File: src/rtl/pfd_pkg.sv
package pfd_pkg;
  typedef enum logic [1:0] {
    ST_IDLE = 2'd0,
    ST_UP   = 2'd1,
    ST_DN   = 2'd2,
    ST_RST  = 2'd3
  } pfd_state_e;

  localparam int unsigned CH_REF = 0;
  localparam int unsigned CH_FB  = 1;
  localparam int unsigned NCH    = 2;
endpackage

File: src/rtl/pfd_sync.sv
module pfd_sync #(
  parameter int W = 2
) (
  input  logic         clk,
  input  logic         rst_n,
  input  logic [W-1:0] d,
  output logic [W-1:0] q
);
  logic [W-1:0] meta_q;
  logic [W-1:0] stab_q;

  always_ff @(posedge clk or negedge rst_n) begin
    if (!rst_n) begin
      meta_q <= '0;
      stab_q <= '0;
    end else begin
      meta_q <= d;
      stab_q <= meta_q;
    end
  end

  assign q = stab_q;
endmodule

File: src/rtl/pfd_edge.sv
module pfd_edge #(
  parameter int W = 2
) (
  input  logic         clk,
  input  logic         rst_n,
  input  logic [W-1:0] lvl,
  output logic [W-1:0] rise
);
  for (genvar g = 0; g < W; g++) begin : g_ch
    logic prev_q;

    always_ff @(posedge clk or negedge rst_n) begin
      if (!rst_n) prev_q <= 1'b0;
      else        prev_q <= lvl[g];
    end

    assign rise[g] = lvl[g] & ~prev_q;
  end
endmodule

File: src/rtl/pfd_core.sv
module pfd_core
  import pfd_pkg::*;
#(
  parameter int RST_DLY  = 4,
  parameter int COMP_DLY = 2
) (
  input  logic           clk,
  input  logic           rst_n,
  input  logic [NCH-1:0] rise,
  input  logic           comp_mode,
  output logic           up,
  output logic           dn,
  output logic           blind_edge
);
  localparam int CW = $clog2(RST_DLY + 1);
  localparam logic [CW-1:0] LAST_CNT   = CW'(RST_DLY - 1);
  localparam logic [CW-1:0] LATE_START = CW'(RST_DLY - COMP_DLY);

  pfd_state_e     state_q, state_d;
  logic [CW-1:0]  cnt_q, cnt_d;
  logic [NCH-1:0] pend_q, pend_d;
  logic           blind_q, blind_d;

  logic           in_win;
  logic           late;
  logic [NCH-1:0] defer;
  logic [NCH-1:0] drop;
  logic [NCH-1:0] eff;

  // next-state logic
  always_comb begin
    in_win  = (state_q == ST_RST);
    late    = in_win && comp_mode && (cnt_q >= LATE_START);
    defer   = rise & {NCH{late}};
    drop    = rise & {NCH{in_win}} & ~defer;
    eff     = in_win ? '0 : (rise | pend_q);
    pend_d  = in_win ? (pend_q | defer) : '0;
    blind_d = |drop;
    cnt_d   = in_win ? (cnt_q + 1'b1) : '0;
    state_d = state_q;
    unique case (state_q)
      ST_IDLE: begin
        if      (eff == 2'b01) state_d = ST_UP;
        else if (eff == 2'b10) state_d = ST_DN;
      end
      ST_UP:   if (eff == 2'b10) state_d = ST_RST;
      ST_DN:   if (eff == 2'b01) state_d = ST_RST;
      ST_RST:  if (cnt_q == LAST_CNT) state_d = ST_IDLE;
      default: state_d = ST_IDLE;
    endcase
  end

  // registers
  always_ff @(posedge clk or negedge rst_n) begin
    if (!rst_n) begin
      state_q <= ST_IDLE;
      cnt_q   <= '0;
      pend_q  <= '0;
      blind_q <= 1'b0;
    end else begin
      state_q <= state_d;
      cnt_q   <= cnt_d;
      pend_q  <= pend_d;
      blind_q <= blind_d;
    end
  end

  assign up         = (state_q == ST_UP) || (state_q == ST_RST);
  assign dn         = (state_q == ST_DN) || (state_q == ST_RST);
  assign blind_edge = blind_q;
endmodule

File: src/rtl/sampled_pfd.sv
module sampled_pfd
  import pfd_pkg::*;
#(
  parameter int RST_DLY     = 4,
  parameter int MIN_RST_DLY = 3,
  parameter int COMP_DLY    = 2
) (
  input  logic clk,
  input  logic rst_n,
  input  logic ref_in,
  input  logic fb_in,
  input  logic comp_mode,
  output logic up,
  output logic dn,
  output logic blind_edge
);
  if (MIN_RST_DLY < 1) begin : g_bad_min
    $error("sampled_pfd: MIN_RST_DLY must be at least 1");
  end
  if (RST_DLY < MIN_RST_DLY) begin : g_bad_rst
    $error("sampled_pfd: RST_DLY below MIN_RST_DLY leaves a dead zone");
  end
  if ((COMP_DLY < 0) || (COMP_DLY >= RST_DLY)) begin : g_bad_comp
    $error("sampled_pfd: COMP_DLY must lie in [0, RST_DLY)");
  end

  logic [NCH-1:0] raw;
  logic [NCH-1:0] lvl;
  logic [NCH-1:0] rise;

  assign raw[CH_REF] = ref_in;
  assign raw[CH_FB]  = fb_in;

  pfd_sync #(.W(NCH)) u_sync (
    .clk   (clk),
    .rst_n (rst_n),
    .d     (raw),
    .q     (lvl)
  );

  pfd_edge #(.W(NCH)) u_edge (
    .clk   (clk),
    .rst_n (rst_n),
    .lvl   (lvl),
    .rise  (rise)
  );

  pfd_core #(.RST_DLY(RST_DLY), .COMP_DLY(COMP_DLY)) u_core (
    .clk        (clk),
    .rst_n      (rst_n),
    .rise       (rise),
    .comp_mode  (comp_mode),
    .up         (up),
    .dn         (dn),
    .blind_edge (blind_edge)
  );
endmodule

File: config.mk
export PLATFORM = sky130hd
export DESIGN_NAME = sampled_pfd
export DESIGN_NICKNAME = d
export VERILOG_FILES = /design/src/rtl/pfd_pkg.sv /design/src/rtl/pfd_sync.sv /design/src/rtl/pfd_edge.sv /design/src/rtl/pfd_core.sv /design/src/rtl/sampled_pfd.sv
export SDC_FILE = /design/constraint.sdc
export NUM_CORES = 1
export LEC_CHECK = 0
export BUFFER_PORTS_ARGS = -buffer_cell sky130_fd_sc_hd__buf_2
export CORE_MARGIN = 4
export CORE_UTILIZATION = 28
export CTS_BUF_LIST = sky130_fd_sc_hd__clkbuf_8
export DETAILED_ROUTE_END_ITERATION = 6
export MAX_ROUTING_LAYER = met4
export PLACE_DENSITY = 0.46
export SLEW_MARGIN = 20
export SYNTH_ARGS = -nofsm -noshare
export SYNTH_HDL_FRONTEND = slang
export SYNTH_SLANG_ARGS = --single-unit
File: constraint.sdc
create_clock -name clk -period 1.58 [get_ports clk]
set_input_delay 0.237 -clock clk [delete_from_list [all_inputs] [get_ports clk]]
set_output_delay 0.237 -clock clk [all_outputs]
set_load 0.02 [all_outputs]
# Yosys cells after proc, flatten, opt, wreduce, memory -nomap -nowiden
# Cells that the tools add are included.
[totals]
n_memories = 0
latch_bits = 0
input_bits = 5
ram_bits = 0
romBits = 0
reg_bits = 14
[classes]
n_shift = 0
n_lt_le_gt_ge = 1
n_eq_ne = 10
bitwise = 10
n_reduce_logical = 7
div_mod_pow = 0
muxes = 9
mul = 0
addsub = 1
[ops]
columns = ["cell", "count"]
rows = [
  ["2-to-1 mux 2 bit", 7],
  ["one-hot mux 2 bit (4 select lines)", 1],
  ["bitwise AND 2 bit", 3],
  ["equality test 2 bit (second input constant)", 3],
  ["equality test 2 x 1 -> 1 bit (second input constant)", 2],
  ["!= test 2 x 1 -> 1 bit (second input constant)", 2],
  ["bitwise OR 2 bit", 2],
  ["AND reduction 4 bit", 1],
  ["adder 3 x 1 -> 3 bit (second input constant)", 1],
  ["equality test 3 x 2 -> 1 bit (second input constant)", 1],
  ["greater-or-equal comparator 3 x 2 -> 1 bit (second input constant)", 1],
  ["2-to-1 mux 3 bit", 1],
  ["!= test 3 x 1 -> 1 bit (second input constant)", 1],
  ["bitwise AND 1 bit", 2],
  ["logical AND 1 bit", 2],
  ["zero test 2 bit", 1],
  ["logical OR 1 bit", 2],
  ["!= test 2 bit (second input constant)", 1],
  ["inverter 1 bit", 2],
  ["inverter 2 bit", 1],
  ["OR reduction 2 bit", 1],
]

# Depth between registers and ports, before layout
[depth]
word_depth = 8
ltp_mapped = 6

# Modules after synthesis
# Synthesis repeated with hierarchy kept, for this count alone.
[hier_totals]
cells_unflattened = 62
hier_area_um2 = 695.7
[by_module_without_submodules]
columns = ["module", "instances", "seq_area_each_um2", "cells_per_inst", "area_each_um2"]
rows = [
  ["pfd_core", 1, 200.2, 54, 518.0],
  ["pfd_sync", 1, 100.1, 4, 100.1],
  ["pfd_edge", 1, 50.0, 4, 77.6],
]

# Least setup slack after synthesis
# No wires, ideal clock.
[synth_timing]
kind = "flip-flop to flip-flop"
startpoint = "register u_core.state_q[0]"
endpoint = "register u_core.state_q[0]"
stages_incl_launch_ff = 7
setup_slack_ns = -0.295
arrival_time_ns = 1.750
period_less_slack_ns = 1.875
n_path_buf = 0
cell_sequence = "dfrtp_1 -> inv_1 -> ha_1 -> or2_1 -> a2111oi_2 -> or3b_4 -> mux2_4"
[synth_via]
elab_chain_len = 5
word_cells_on_any_way = 14
classes_between = "eq/ne: 9; mux: 3; reduce/logical: 2"
[synth_lines]
columns = ["item", "line", "rtl"]
rows = [
  ["start, declared", "pfd_core.sv:19", "pfd_state_e state_q, state_d;"],
  ["start signal, assigned", "pfd_core.sv:61", "state_q <= state_d;"],
  ["equality test 2 bit", "pfd_core.sv:32, pfd_core.sv:41", ""],
  ["2-to-1 mux 2 bit", "pfd_core.sv:36", "eff = in_win ? '0 : (rise | pend_q);"],
  ["equality test 2 bit or equality test 2 x 1 -> 1 bit (tied branches)", "-", ""],
  ["!= test 3 x 1 -> 1 bit (no source line), or another cell as far along", "-", ""],
  ["AND reduction 4 bit (no source line) or one-hot mux 2 bit (4 select lines) (tied branches)", "-", ""],
]
# Parallel ways exist; a longest one is shown, timed or not.
# A chain may end at the register's enable or synchronous reset.

# Final worst setup path
# Ends and elaborated chain as after synthesis.

==> results.md <==
- Total Routing Usage GR: around 8.9%
- Final period utilization: 105.7%
- First-pass GRT wire length: 2.104 mm
- Total CTS buffers: 3
- CP Capture Type: flop
- FF/Latch Area: 352.8 um2
- Grt ovf: 0
- Die area: 3315 um2
- Post-synthesis sequential area ratio: 50.91%
- Pwr Density: 1742 nW/um2
- Hold Path Class: primary input to flop
- Syn Nets: 69
- Worst VDD drop: 894.3 uV
- Synth unique cells: 22
- IO Count: 8
- Crit path DAT: 1.79 ns
- Fmax: 598.9 MHz
- Htree depth: 1
- CTS tree: done
- Crit start category: flop
- Fraction of layout cells with a size suffix above 1: a little over half
- Leak: 0.0004562 uW
- Die W: roughly 58 um
- CP Data Required Time: 1.70 ns
- DR WL/cell: 11.69 um
- Max-cap violation count: 0
- Yosys Warn Count: 0
- Largest net degree at the start of global routing: 15
- Rows: 17
- Final setup fails: 3
- Synth Instances: 56
- Die Y: 57.58 um
- RSZ-0062 raised after global routing: yes
- Vias in the first global route: 475
- DR pass1 iterations: 4
- Starting DRC count in detailed routing: 6
- Synth Register Bits: 14
- Longest Clk Path Bufs: 2
- Hold Slack: 0.1029 ns
- Slew headroom: 78.45%
- Reg2Reg Depth: 5
- Post-synth top area cell: dfrtp_1
- WL final: 1.239 mm
- Clock transition at path regs: around 0.050 ns
- Failing checks: negative setup slack
- Top-area cell type share of the netlist area: 50.91%
- Hold Crit Depth: 1
- Core area: 2276 um2
- Clock Latency Late Sink: 0.24 ns
- Multi-input combinational cell area: 396.6 um2
- Initial Util: between 30% and 40%
- Minimum clock period: 1.670 ns
- Setup CP Type: flop to flop
- Worst slew pin tran: 0.3232 ns
- # DRC: 0
- Final setup margin: -0.08962 ns
- Vias/cell: about 4.3
- Initial antenna violation count: 0
- Via count: 455
- Syn Area/Cell: about 12 um2
- Total power: 1737 uW
- # nets final: between 90 and 100
- Hpwl dp: approximately 900 um
- Max FO, Critical Path: 4
- Root Buffer: clkbuf_8
- IO buf count: 7
- Final hold vios: 0
- Clock sink count: 14
- Area Overhead vs Synth: 44.91%
- Worst Skew: 0.001328 ns
- Status: finished, violations left
- Area contributors post-synth: dfrtp_1, ha_1, inv_1, nor2b_1, o2111ai_1
- Fillcell total: 226
- GPL Wtd Cong: 0.6963
- DRT antenna net count: 0
- Synth Cell Area: between 600 and 700 um2
- Number of diodes: 0
- Slew Viols, Final: 0
==> path summary, 6_finish.rpt <==
path,slack [ns],to,from
max,-0.09,u_core.state_q[0]$_DFFE_PN0P_,u_core.state_q[0]$_DFFE_PN0P_
min,0.10,u_sync.meta_q[1]$_DFF_PN0_,fb_in
max reg2reg,-0.09,u_core.state_q[0]$_DFFE_PN0P_,u_core.state_q[0]$_DFFE_PN0P_
min reg2reg,0.35,u_sync.q[1]$_DFF_PN0_,u_sync.meta_q[1]$_DFF_PN0_
max in group asynchronous,0.89,u_core.state_q[1]$_DFFE_PN0P_,rst_n
min in group asynchronous,0.42,u_core.cnt_q[2]$_DFF_PN0_,rst_n
==> cell type report <==
type                       instances  area share, %
timing repair buffer              20          13.93
clock buffer                       3          4.141
sequential                        14          35.38
inverter                           8          3.262
tap                               28          3.513
multi-input combinational         33          39.77
==> cells in the mapped netlist <==
| library cell | n |
|---|---|
| and2_1 | 1 |
| or2_1 | 1 |
| ha_1 | 8 |
| mux2i_1 | 1 |
| dfrtp_1 | 14 |
| and3_1 | 1 |
| mux2_4 | 1 |
| nor2_1 | 2 |
| o311ai_0 | 1 |
| nand2b_4 | 1 |
| nand2_1 | 1 |
| nor2b_1 | 4 |
| inv_1 | 8 |
| buf_4 | 1 |
| o21ai_0 | 3 |
| or3b_4 | 1 |
| a2111oi_2 | 1 |
| a2111oi_0 | 1 |
| o21a_1 | 1 |
| nor2b_4 | 1 |
| o2111ai_1 | 2 |
| or2b_2 | 1 |
==> sequential cells by signal (all words and copies together), names as in the netlist <==
signal / count
u_core.cnt_q: 3
u_edge.g_ch.prev_q: 2
u_core.state_q: 2
u_core.pend_q: 2
u_sync.q: 2
u_sync.meta_q: 2
u_core.blind_edge: 1
==> what timing repair did <==
action | CTS | global route
hold buffers | 1 | 0
setup endpoints to repair | 6 | 6
resized for setup | 11 | 6
pin swaps | 1 | 7
setup buffers | 0 | 2
endpoints found under the hold margin | 14 | 0
==> cell usage in the layout, fill, tap and decap left out, types with 2 or more instances in the layout <==
| master | instances |
|---|---|
| inv_1 | 5 |
| inv_2 | 2 |
| nor2b_1 | 4 |
| buf_4 | 11 |
| a2111oi_4 | 2 |
| ha_1 | 3 |
| o21ai_0 | 3 |
| dfrtp_1 | 12 |
| buf_2 | 7 |
| o2111ai_1 | 2 |
| ha_4 | 4 |
| clkbuf_8 | 3 |
| dfrtp_2 | 2 |
==> worst max-delay path, stage by stage (launching register included) <==
cell and delay [ns]:
dfrtp_2 0.45, ha_4 0.19, buf_6 0.12, a2111oi_4 0.33, or3b_4 0.19, mux2_4 0.29
==> kinds of logic (layout without fill, tap and decap cells) <==
group	count (synthesis)	count (layout)	share of synthesized area, %
flops	14	14	50.91
mux	2	2	3.636
simple gates	14	14	14.91
fa+ha+maj	8	8	14.55
compound gates	9	9	10.55
buf+inv	9	31	5.455
==> report_power, final <==
part	switching, uW	internal [uW]	total (uW)
Sequential	68.1	430	498
Clock	110	168	278
Combinational	415	546	962
Total	594	1140	1740
==> metrics by stage <==
stage | setup slack, ns | std cells | utilization (%) | setup TNS (ns) | area, um2
2_1_floorplan | -0.07228 | 56 | - | -0.07228 | 721.9
3_3_place_gp | -0.1734 | 100 | 37.77 | -0.3475 | 859.6
3_5_place_dp | -0.1869 | 100 | 37.77 | -0.3720 | 859.6
4_1_cts | -0.1174 | 104 | 41.62 | -0.1907 | 947.2
5_1_grt | -0.1413 | 106 | 43.82 | -0.3549 | 997.2
6_report | -0.08962 | 106 | 43.82 | -0.1653 | 997.2
==> per-layer routing <==
layer  GRT usage [%]  vias to the layer above  wire length, um
met5               -                        -                0
met4           2.980                        0               12
met3           4.072                        2               65
met2           14.52                        9              630
met1           9.530                      214              531
li1                -                      230                -
Power figures use the tool's default switching activity.
